<file path="src/rtl/ab_pkg.sv">
package ab_pkg;
  localparam int NUM_PROC = 2;

  typedef enum logic [1:0] {
    MST_NONE = 2'd0,
    MST_P0   = 2'd1,
    MST_P1   = 2'd2,
    MST_INT  = 2'd3
  } mst_e;

  function automatic mst_e proc_mst(input logic idx);
    return idx ? MST_P1 : MST_P0;
  endfunction

  function automatic logic is_proc(input mst_e m);
    return (m == MST_P0) || (m == MST_P1);
  endfunction

  function automatic logic proc_idx(input mst_e m);
    return m == MST_P1;
  endfunction

  // Priority: hold, internal, processor tie by fairness, single processor, park.
  function automatic mst_e pick_master(input logic hold, input logic int_rq,
                                       input logic [NUM_PROC-1:0] rq,
                                       input logic last, input logic park_ok);
    if (hold)    return MST_NONE;
    if (int_rq)  return MST_INT;
    if (&rq)     return proc_mst(~last);
    if (rq[0])   return MST_P0;
    if (rq[1])   return MST_P1;
    if (park_ok) return proc_mst(last);
    return MST_NONE;
  endfunction
endpackage

</file>
<file path="src/rtl/ab_pick.sv">
module ab_pick
  import ab_pkg::*;
(
  input  logic                hold,
  input  logic                int_req,
  input  logic [NUM_PROC-1:0] req_n,
  input  logic                last_proc,
  input  logic                park_ok,
  output mst_e                next_mst
);
  logic [NUM_PROC-1:0] req_act;

  assign req_act  = ~req_n;
  assign next_mst = pick_master(hold, int_req, req_act, last_proc, park_ok);
endmodule

</file>
<file path="src/rtl/ab_park.sv">
module ab_park
  import ab_pkg::*;
(
  input  logic clk,
  input  logic rst_n,
  input  logic ack_ev,
  input  mst_e owner,
  output logic last_proc,
  output logic park_ok
);
  // Reset value 1 makes processor 0 win the first tie.
  always_ff @(posedge clk) begin
    if (!rst_n) begin
      last_proc <= 1'b1;
      park_ok   <= 1'b0;
    end else if (ack_ev && is_proc(owner)) begin
      last_proc <= proc_idx(owner);
      park_ok   <= 1'b1;
    end
  end
endmodule

</file>
<file path="src/rtl/ab_tenure.sv">
module ab_tenure
  import ab_pkg::*;
(
  input  logic clk,
  input  logic rst_n,
  input  logic start_ev,
  input  mst_e gnt,
  input  logic cache_run,
  input  logic data_grant,
  input  logic buf_hit,
  input  logic l2_claim,
  output logic busy,
  output mst_e owner,
  output logic dpend,
  output logic ack_ev,
  output logic retry_ev,
  output logic aack,
  output logic artry
);
  logic cache_q;

  assign retry_ev = busy && is_proc(owner) && buf_hit && !l2_claim;
  assign ack_ev   = busy && !retry_ev && (data_grant || cache_q);

  always_ff @(posedge clk) begin
    if (!rst_n) begin
      busy    <= 1'b0;
      owner   <= MST_NONE;
      cache_q <= 1'b0;
      dpend   <= 1'b0;
      aack    <= 1'b0;
      artry   <= 1'b0;
    end else begin
      aack  <= ack_ev;
      artry <= retry_ev;
      if (start_ev) begin
        busy    <= 1'b1;
        owner   <= gnt;
        cache_q <= cache_run && is_proc(gnt);
      end else if (ack_ev || retry_ev) begin
        busy    <= 1'b0;
        cache_q <= 1'b0;
      end
      if (ack_ev && cache_q && !data_grant) dpend <= 1'b1;
      else if (data_grant)                  dpend <= 1'b0;
    end
  end
endmodule

</file>
<file path="src/rtl/addr_bus_arbiter.sv">
module addr_bus_arbiter
  import ab_pkg::*;
(
  input  logic                clk,
  input  logic                rst_n,
  input  logic [NUM_PROC-1:0] req_n,
  input  logic                int_req,
  input  logic                ts_n,
  input  logic                cache_run,
  input  logic                data_grant,
  input  logic                buf_hit,
  input  logic                l2_claim,
  output logic [NUM_PROC-1:0] bg_n,
  output logic                int_gnt,
  output logic                aack,
  output logic                artry
);
  mst_e gnt_q;
  mst_e next_mst;
  mst_e owner;
  logic busy, dpend, ack_ev, retry_ev;
  logic last_proc, park_ok;
  logic hold, tenure_start;

  assign hold         = dpend && !data_grant;
  assign tenure_start = !busy && !ts_n && (gnt_q != MST_NONE);

  ab_pick u_pick (
    .hold(hold), .int_req(int_req), .req_n(req_n),
    .last_proc(last_proc), .park_ok(park_ok), .next_mst(next_mst)
  );

  ab_tenure u_ten (
    .clk(clk), .rst_n(rst_n), .start_ev(tenure_start), .gnt(gnt_q),
    .cache_run(cache_run), .data_grant(data_grant), .buf_hit(buf_hit),
    .l2_claim(l2_claim), .busy(busy), .owner(owner), .dpend(dpend),
    .ack_ev(ack_ev), .retry_ev(retry_ev), .aack(aack), .artry(artry)
  );

  ab_park u_park (
    .clk(clk), .rst_n(rst_n), .ack_ev(ack_ev), .owner(owner),
    .last_proc(last_proc), .park_ok(park_ok)
  );

  always_ff @(posedge clk) begin
    if (!rst_n)                 gnt_q <= MST_NONE;
    else if (busy || tenure_start) gnt_q <= MST_NONE;
    else                        gnt_q <= next_mst;
  end

  for (genvar i = 0; i < NUM_PROC; i++) begin : g_bg
    assign bg_n[i] = !(gnt_q == proc_mst(1'(i)));
  end
  assign int_gnt = (gnt_q == MST_INT);
endmodule

</file>
<file path="config.mk">
export PLATFORM = sky130hd
export DESIGN_NAME = addr_bus_arbiter
export DESIGN_NICKNAME = d
export VERILOG_FILES = /design/src/rtl/ab_pkg.sv /design/src/rtl/ab_pick.sv /design/src/rtl/ab_park.sv /design/src/rtl/ab_tenure.sv /design/src/rtl/addr_bus_arbiter.sv
export SDC_FILE = /design/constraint.sdc
export NUM_CORES = 1
export LEC_CHECK = 0
export ABC_AREA = 1
export BUFFER_PORTS_ARGS = -buffer_cell sky130_fd_sc_hd__clkbuf_2
export CAP_MARGIN = 10
export CORE_MARGIN = 4
export CORE_UTILIZATION = 23
export DETAILED_ROUTE_END_ITERATION = 10
export GPL_ROUTABILITY_DRIVEN = 0
export HOLD_SLACK_MARGIN = 0.15
export PLACE_DENSITY_LB_ADDON = 0.08
export SKIP_LAST_GASP = 1
export SLEW_MARGIN = 5
export SYNTH_ARGS = -nofsm -noshare
export SYNTH_HDL_FRONTEND = slang
export SYNTH_SLANG_ARGS = --single-unit
</file>
<file path="constraint.sdc">
create_clock -name clk -period 2.18 [get_ports clk]
set_input_delay 0.218 -clock clk [delete_from_list [all_inputs] [get_ports clk]]
set_output_delay 0.218 -clock clk [all_outputs]
set_load 0.1 [all_outputs]
</file>
==> results of run 1 <==
## final cells by class
cell class	count	share of cell area [%]
Inverter	18	10.1
Clock buffer	4	3.80
Sequential cell	11	31.9
Multi-Input combinational cell	41	38.9
Tap cell	28	5.07
Timing Repair Buffer	14	10.1
## how the worst min path moves through the flow
stage	startpoint	slack (ps)	endpoint	cells after the start
floorplan	rst_n	300	u_park.last_proc$_SDFFE_PN1P_	1
global placement	int_req	450	gnt_q[1]$_SDFF_PP0_	3
detailed placement	u_ten.dpend$_SDFFE_PN0P_	460	u_ten.dpend$_SDFFE_PN0P_	2
CTS	int_req	190	gnt_q[1]$_SDFF_PP0_	3
global route	rst_n	210	u_park.last_proc$_SDFFE_PN1P_	2
finish	int_req	190	gnt_q[1]$_SDFF_PP0_	3
## kinds of logic after synthesis
group                    Yosys count  synth area share, %
AO/OA/AOI/OAI                     14                 15.9
flip-flops                        11                 39.4
adder cells (fa/ha/maj)            5                 11.2
buffers and inverters             18                 12.5
AND/OR/NAND/NOR                   22                 21.0
## registers in the layout, indices dropped and copies added (netlist names)
signal and cells:
u_ten.busy 1, u_ten.cache_q 1, u_park.park_ok 1, u_park.last_proc 1, u_ten.owner 2, gnt_q 2, u_ten.dpend 1, u_ten.aack 1
u_ten.artry 1
## cells in the final DEF, fill, tap and decap left out, types with 2 or more instances in the layout
cell and n:
inv_1 16, clkbuf_2 14, dfxtp_1 11, nand2_1 6, a21oi_1 6, nor2_1 5
ha_1 5, nand3_1 4, a21oi_2 4, clkbuf_4 3, nand4_1 2, o21ai_0 2
## per-stage QoR
stage	cell area (um^2)	cells	utilization, %
after floorplan	559	70	-
after global placement	664	112	29.5
after detailed placement	664	112	29.5
after CTS	691	116	30.6
after global routing	691	116	30.6
final	691	116	30.6
## critical path, cell delays in order, from the launching register on
cell	delay, ps
dfxtp_1	390
inv_1	80
ha_1	190
inv_1	40
clkbuf_2	440
## layer usage
| metal | vias up | track usage (%) | share of wire [%] |
|---|---|---|---|
| met4 | 0 | 1.99 | 1.3 |
| li1 | 258 | - | - |
| met5 | - | 0 | 0 |
| met2 | 13 | 11.6 | 43 |
| met3 | 2 | 5.66 | 11 |
| met1 | 187 | 7.87 | 45 |
## power by group through the flow
stage	logic, W	registers [W]	clock network, W
3_3_place_gp	0.000126	0.000230	0
3_5_place_dp	0.000125	0.000230	0
4_1_cts	0.000125	0.000226	0.000146
6_report	0.000122	0.000226	0.000137
2_1_floorplan	0.0000939	0.000232	0
5_1_grt	0.000137	0.000228	0.000158
==> reports/metrics.cfg, run 1 <==
[synth]
synth_seq_cells=11
synth.most_common_cell=inv_1
syn-num-nets=85
synth_area_um2=559
async_flop_share_pct=0
ys_types=19
netlist.area_leader.share_pct=39.4
synthTopCellsByArea=dfxtp_1 (39%), ha_1 (11%), inv_1 (11%), a21oi_2 (6.3%), a21oi_1 (5.4%)
avgSynthCellArea_um2=7.99
synthTopCellsByCount=inv_1 (16), dfxtp_1 (11), a21oi_1 (6), nand2_1 (6)
synth_cells=70
synth_top_flop_cell=dfxtp_1
synth_edf_count=0
yosysWarnings=0
yosys.area.top_type=dfxtp_1
yosysSeqAreaShare_pct=39.4

[power]
p_comb_share_pct=25.2
switchingPower_w=0.000166
cellPowerDensity_mw_per_mm2=702
seqPwrFrac_pct=46.5
p_clk_share_pct=28.2
intPower_w=0.000319
p_total_w=0.000485
power.leakage_nw=0.352
ir_drop_v=0.000381
switching_share_pct=34.2

[place]
portBuffers=14
post-place-ws_ps=818

[worst_setup_path]
critPathArrivalTime_ps=1410
rr_worst_depth=6
worstPathMaxFanout=4
worstSetupPathType=flop to output port
timing.reg2reg.setup_slack_ps=1010
crit_start=gnt_q[0]$_SDFF_PP0_
r2r_start=gnt_q[0]$_SDFF_PP0_
crit_end=bg_n[1]
critical_path_required_ps=1960
r2r-end=u_ten.cache_q$_SDFFE_PN0P_
cp-end-kind=output port
worstSetupStartpointType=flop

[timing]
worst_pin_slew_ps=540
tns_ps=0
finalSetupViolations=0
relSlewSlack_pct=64.2
min_period_ps=1630
slew_violations=0
holdWs_ps=195
finalCritPeriodShare_pct=74.8
fin_ws_ps=549
hold_viol=0
rsz0062_at_grt=no
finClkSkew_ps=5.99
max_freq_mhz=613

[layout]
area_growth_pct=23.5
register_area_um2=220
layout-drive-gt1-share_pct=31.8
multi_input_area_um2=269
final_nets=104
diodes=0
fill_cells=260

[grt]
antenna_found_initial=0
grt_max_degree=8
grt_usage_pct=7.42
grt_pass1_wl_um=1800
overflow=0
grt_pass1_vias=450

[clocking]
cts-root-buf=clkbuf_4
htree_levels=1
cts_buffers=3
cts_resized=0
postCtsSetupRepairBufs=0
clk_pin_slew_ps=60
clkSinkCount=11
clk_latency_ps=270
tritoncts=done
cts_buffer_depth=2
cts.hold.buffers_added=0

[run]
max-cap-violations=0

[routing]
dr.pass1.iters=4
wl_per_cell_um=9.06
vias=460
drt_iter0_markers=5
ant_nets=0
drc=0
vias_per_cell=3.97
wl_um=1050

[status]
status=finished, final reports clean

[floorplanning]
core_mm2=0.00225
die_x_um=57.3
die-area_mm2=0.00328
initial_core_util_pct=24.8
ios=15
row_count=17
die_h_um=57.3

[min_path]
hp-class=primary input to flop

(Power assumes the default switching activity.)
==> run 2, diff against run 1 <==
clock period = 1.4 ns   (was 2.18 ns; I/O delays follow)
==> run 2 against run 1 <==
Compared with the run above:
- total power up 63%
- worst hold slack lost 17 ps
- clock power rose by 55%
- critical path depth is the same
- critical endpoint is now bg_n[0]
- largest power group unchanged
- non-clock buffer count up 4
- die area unchanged
==> reports/metrics.cfg, run 2 (same netlist as run 1, synthesis figures left out) <==
[status]
status=finished, final reports clean

[grt]
grt_pass1_vias=439  ; -2.4%
grt_max_degree=8  ; unchanged
antenna_found_initial=0  ; unchanged
overflow=0  ; unchanged
grt_usage_pct=7.00  ; -0.42 points
grt_pass1_wl_um=1790  ; -0.72%

[timing]
finClkSkew_ps=0.888  ; -5.10 ps
worst_pin_slew_ps=540  ; +0.258 ps
tns_ps=0  ; unchanged
max_freq_mhz=774
finalCritPeriodShare_pct=92.3
rsz0062_at_grt=no
hold_viol=0  ; unchanged
relSlewSlack_pct=64.2  ; about the same
min_period_ps=1290
finalSetupViolations=0  ; unchanged
slew_violations=0  ; unchanged

[place]
portBuffers=14  ; unchanged
dp_hpwl_um=871

[worst_setup_path]
worstPathCellList=inv_1, ha_1, inv_1, buf_12
worstSetupPathType=flop to output port
critical_path.max_stage_delay_ps=360  ; -80 ps
crit_top_cell=inv_1
worstSetupStartpointType=flop
critPathSlowestCell=dfxtp_1
cp-end-kind=output port
rr_worst_depth=6  ; unchanged
critPathArrivalTime_ps=1150  ; -260 ps
critical_path_required_ps=1260  ; -700 ps
worstPathMaxFanout=3  ; -1

[layout]
final_nets=108  ; +3.8%
mostFrequentLayoutCell=inv_1
top_regs=gnt_q x2, u_ten.owner x2
layout_common_cells=inv_1 (16), clkbuf_2 (11), dfxtp_1 (10), nand2_1 (6), a21oi_1 (6)
diodes=0  ; unchanged
area_growth_pct=38.9
fill_cells=266  ; +2.3%
layout-drive-gt1-share_pct=31.5  ; -0.30 points
final_util_pct=34.5  ; +3.8 points

[routing]
drc=0  ; unchanged
dr.pass1.iters=4  ; unchanged
wl_um=1030  ; -1.7%
wl_per_cell_um=8.61  ; -5.0%
vias=480  ; +4.3%
drt_iter0_markers=6  ; +1
ant_nets=0  ; unchanged
vias_per_cell=4.00  ; +0.87%

[clocking]
clk_pin_slew_ps=70  ; about the same
htree_levels=1  ; unchanged
postCtsSetupRepairBufs=0  ; unchanged
clk_latency_ps=260  ; about the same
cts_buffers=3  ; unchanged
clkSinkCount=11  ; unchanged
tritoncts=done
cts-root-buf=clkbuf_4
cts_buffer_depth=2  ; unchanged

[floorplanning]
row_count=17  ; unchanged
die-area_mm2=0.00328  ; unchanged
die_x_um=57.3  ; unchanged
initial_core_util_pct=24.8  ; unchanged
core_mm2=0.00225  ; unchanged
die_h_um=57.3  ; unchanged
ios=15  ; unchanged

[power]
seqPwrFrac_pct=44.7  ; -1.8 points
switching_share_pct=33.1  ; -1.2 points
power.leakage_nw=0.385  ; +9.5%
p_comb_share_pct=28.5  ; +3.3 points
intPower_w=0.000528  ; +66%
ir_drop_v=0.000463  ; +22%
switchingPower_w=0.000261  ; +57%
cellPowerDensity_mw_per_mm2=1020  ; +45%
p_clk_share_pct=26.8  ; -1.4 points

[min_path]
hold_depth=4  ; +1
hp-class=primary input to flop

[run]
max-cap-violations=0  ; unchanged

[run 2: per-stage QoR]
stage	hold slack, ps	instances	total power [W]	instance area [um^2]	setup slack, ps
floorplan	224	70	0.000508	559	75.2
global placement	378	112	0.000580	709	199
detailed placement	387	112	0.000578	709	219
CTS	180	120	0.000803	776	29.7
global route	206	120	0.000846	777	9.69
finish	178	120	0.000789	777	108
[run 2: worst paths after layout]
kind                                                       to                        start  slack, ps
worst max-delay path                                  bg_n[0]          gnt_q[1]$_SDFF_PP0_        110
worst min-delay path                      gnt_q[0]$_SDFF_PP0_                     req_n[0]        180
worst max register to register  u_park.last_proc$_SDFFE_PN1P_  u_ten.owner[0]$_SDFFE_PN0P_        270
worst min register to register       u_ten.dpend$_SDFFE_PN0P_     u_ten.dpend$_SDFFE_PN0P_        460
[run 2: routing by layer]
layer | routed length, um | track usage [%] | vias up
met1 | 510 | 9.23 | 200
li1 | - | - | 265
met3 | 83 | 2.49 | 2
met5 | 0 | 0 | -
met4 | 22 | 3.97 | 0
met2 | 416 | 9.79 | 13
[run 2: area by class of cell]
cell class | instances | area [um^2] | area share, %
multi-input combinational | 41 | 269 | 34.6
sequential | 11 | 221 | 28.5
timing repair buffer | 18 | 155 | 20.0
inverter | 18 | 70.1 | 9.02
tap | 28 | 35.0 | 4.51
clock buffer | 4 | 26.3 | 3.38
[run 2: power by group through the flow]
stage               sequential (W)  clock [W]  combinational, W
finish                    0.000353   0.000212          0.000225
floorplan                 0.000362          0          0.000146
global placement          0.000359          0          0.000221
CTS                       0.000352   0.000224          0.000228
global route              0.000356   0.000243          0.000247
detailed placement        0.000359          0          0.000219
[run 2: what timing repair did]
item,in CTS,in global routing
hold buffers,4,0
setup endpoints to repair,0,1
resized for setup,0,1
hold endpoints to repair,4,0
[run 2: worst max-delay path: cells and delay by family (launching register included)]
kind | cells | cell delay, ps
flip-flops | 1 | 360
buffers and inverters | 3 | 360
adder cells (fa/ha/maj) | 1 | 180
==> run 3, diff against run 2 <==
SYNTH_HIERARCHICAL = 1   (was unset)
==> run 3 against run 2 <==
Compared with the run above:
- sequential cell count is the same
- combinational power decreased by 8%
- utilization shrank 0.78 points
- first-iteration DRC count down 100%
- sequential share of layout area rose by 0.49 points
- worst hold slack got worse by 20 ps
- clock skew is 4.0 ps higher
- critical path depth down 1
- via count increased by 11%
- synthesized area fell by 1.1%
- highest routed layer unchanged
==> reports/metrics.cfg, run 3 <==
[status]
status=finished, final reports clean

[grt]
antenna_found_initial=0  ; unchanged
grt_max_degree=8  ; unchanged
grt_pass1_wl_um=2020  ; +13%
overflow=0  ; unchanged
grt_pass1_vias=539  ; +23%
grt_usage_pct=8.10  ; +1.1 points

[layout]
final_nets=114  ; +5.6%
final_cells=130  ; +8.3%
layout_common_cells=inv_1 (16), nand2_1 (15), dfxtp_1 (11), clkbuf_2 (11)
diodes=0  ; unchanged
top_regs=gnt_q x2, u_ten/owner x2
layout-drive-gt1-share_pct=28.4  ; -3.1 points
area_growth_pct=37.3
mostFrequentLayoutCell=inv_1

[timing]
holdWs_ps=158  ; -19.5 ps
rsz0062_at_grt=no
finalCritPeriodShare_pct=85.2  ; -7.1 points
max_freq_mhz=838  ; +8.3%
min_period_ps=1190  ; -98.8 ps
relSlewSlack_pct=64.2  ; about the same
fin_ws_ps=207  ; +98.8 ps
hold_viol=0  ; unchanged
tns_ps=0  ; unchanged
finalSetupViolations=0  ; unchanged
slew_violations=0  ; unchanged
finClkSkew_ps=4.86  ; +3.97 ps
worst_pin_slew_ps=539  ; -0.406 ps

[power]
switchingPower_w=0.000256  ; -1.7%
p_clk_share_pct=27.7  ; +0.9 points
ir_drop_v=0.000503  ; +8.6%
switching_share_pct=33.1  ; +0.055 points
seqPwrFrac_pct=45.5  ; +0.8 points
p_comb_share_pct=26.8  ; -1.7 points
cellPowerDensity_mw_per_mm2=1020  ; +0.40%
p_total_w=0.000774  ; -1.9%
power.leakage_nw=0.379  ; -1.7%
intPower_w=0.000518  ; -1.9%

[worst_setup_path]
crit_start=gnt_q[0]$_SDFF_PP0_
worstPathCellList=inv_2, nand2_1, buf_12
critPathArrivalTime_ps=1050  ; -100 ps
critical_path_required_ps=1260  ; about the same
r2r_start=gnt_q[0]$_SDFF_PP0_
worstPathMaxFanout=6  ; +3
critPathSlowestCell=dfxtp_1
worstSetupStartpointType=flop
critical_path.max_stage_delay_ps=440  ; +80 ps
cp-end-kind=output port
worstSetupPathType=flop to output port

[routing]
drt_iter0_markers=0  ; -6
drc=0  ; unchanged
vias_per_cell=4.11  ; +2.7%
wl_um=1120  ; +8.2%
dr.pass1.iters=1  ; -3
wl_per_cell_um=8.60  ; about the same
vias=534  ; +11%
ant_nets=0  ; unchanged

[floorplanning]
core_mm2=0.00225  ; unchanged
initial_core_util_pct=24.5  ; -0.28 points
die_x_um=57.0  ; -0.48%
die-area_mm2=0.00325  ; -0.96%
die_h_um=57.0  ; -0.48%
ios=15  ; unchanged
row_count=17  ; unchanged

[clocking]
cts_buffer_depth=2  ; unchanged
tritoncts=done
htree_levels=1  ; unchanged
cts-root-buf=clkbuf_4
postCtsSetupRepairBufs=0  ; unchanged
clk_latency_ps=260  ; about the same
cts_buffers=3  ; unchanged
cts_resized=0  ; unchanged
cts.hold.buffers_added=3  ; -1
clk_pin_slew_ps=70  ; about the same
clkSinkCount=11  ; unchanged

[place]
dp.cells=123  ; +9.8%
portBuffers=14  ; unchanged
dp_hpwl_um=918  ; +5.4%
post-place-ws_ps=246  ; +27.1 ps

[synth]
synth_cells=81  ; +16%
avgSynthCellArea_um2=6.83  ; -15%
yosysWarnings=6  ; +6
syn-num-nets=92  ; +8.2%
synth_area_um2=553  ; -1.1%

[run]
max-cap-violations=0  ; unchanged

[min_path]
hold_path.startpoint=l2_claim
hp-class=primary input to flop

==> run 3: final timing paths <==
kind                                      to  slack (ps)  cells after the start
setup / recovery                     bg_n[1]         210                      3
hold / removal        u_ten/artry$_SDFF_PN0_         160                      4
setup reg to reg  u_ten/cache_q$_SDFFE_PN0P_         230                      8
hold reg to reg     u_ten/dpend$_SDFFE_PN0P_         450                      2
==> run 3: critical path, delay by kind of cell (launching register included) <==
| family | cells | cell delay (ps) |
|---|---|---|
| flip-flops | 1 | 440 |
| AND/OR/NAND/NOR | 1 | 110 |
| buffers and inverters | 2 | 240 |
==> run 3: layout make-up <==
type                       count  area [um^2]
sequential                    11          220
tap                           28         35.0
timing repair buffer          17          145
fill                         256         1500
clock buffer                   4         26.3
inverter                      19         71.3
multi-input combinational     51          262
==> run 3: power groups by stage <==
stage	clock network, W	logic, W	registers, W
CTS	0.000227	0.000211	0.000352
floorplan	0	0.000132	0.000361
global route	0.000243	0.000230	0.000356
finish	0.000214	0.000208	0.000352
detailed placement	0	0.000203	0.000359
global placement	0	0.000204	0.000360
==> run 3: metrics by stage <==
stage / util [%] / cell area, um^2
floorplan: - / 553
global placement: 31.2 / 703
detailed placement: 31.2 / 703
CTS: 33.7 / 759
global route: 33.7 / 759
finish: 33.7 / 759
==> run 3: metal layers <==
| metal | vias up | part of all wire, % | track usage [%] |
|---|---|---|---|
| met4 | 0 | 2.0 | 5.96 |
| li1 | 289 | - | - |
| met5 | - | 0 | 0 |
| met1 | 232 | 48 | 8.92 |
| met3 | 2 | 5.2 | 3.17 |
| met2 | 11 | 44 | 12.6 |
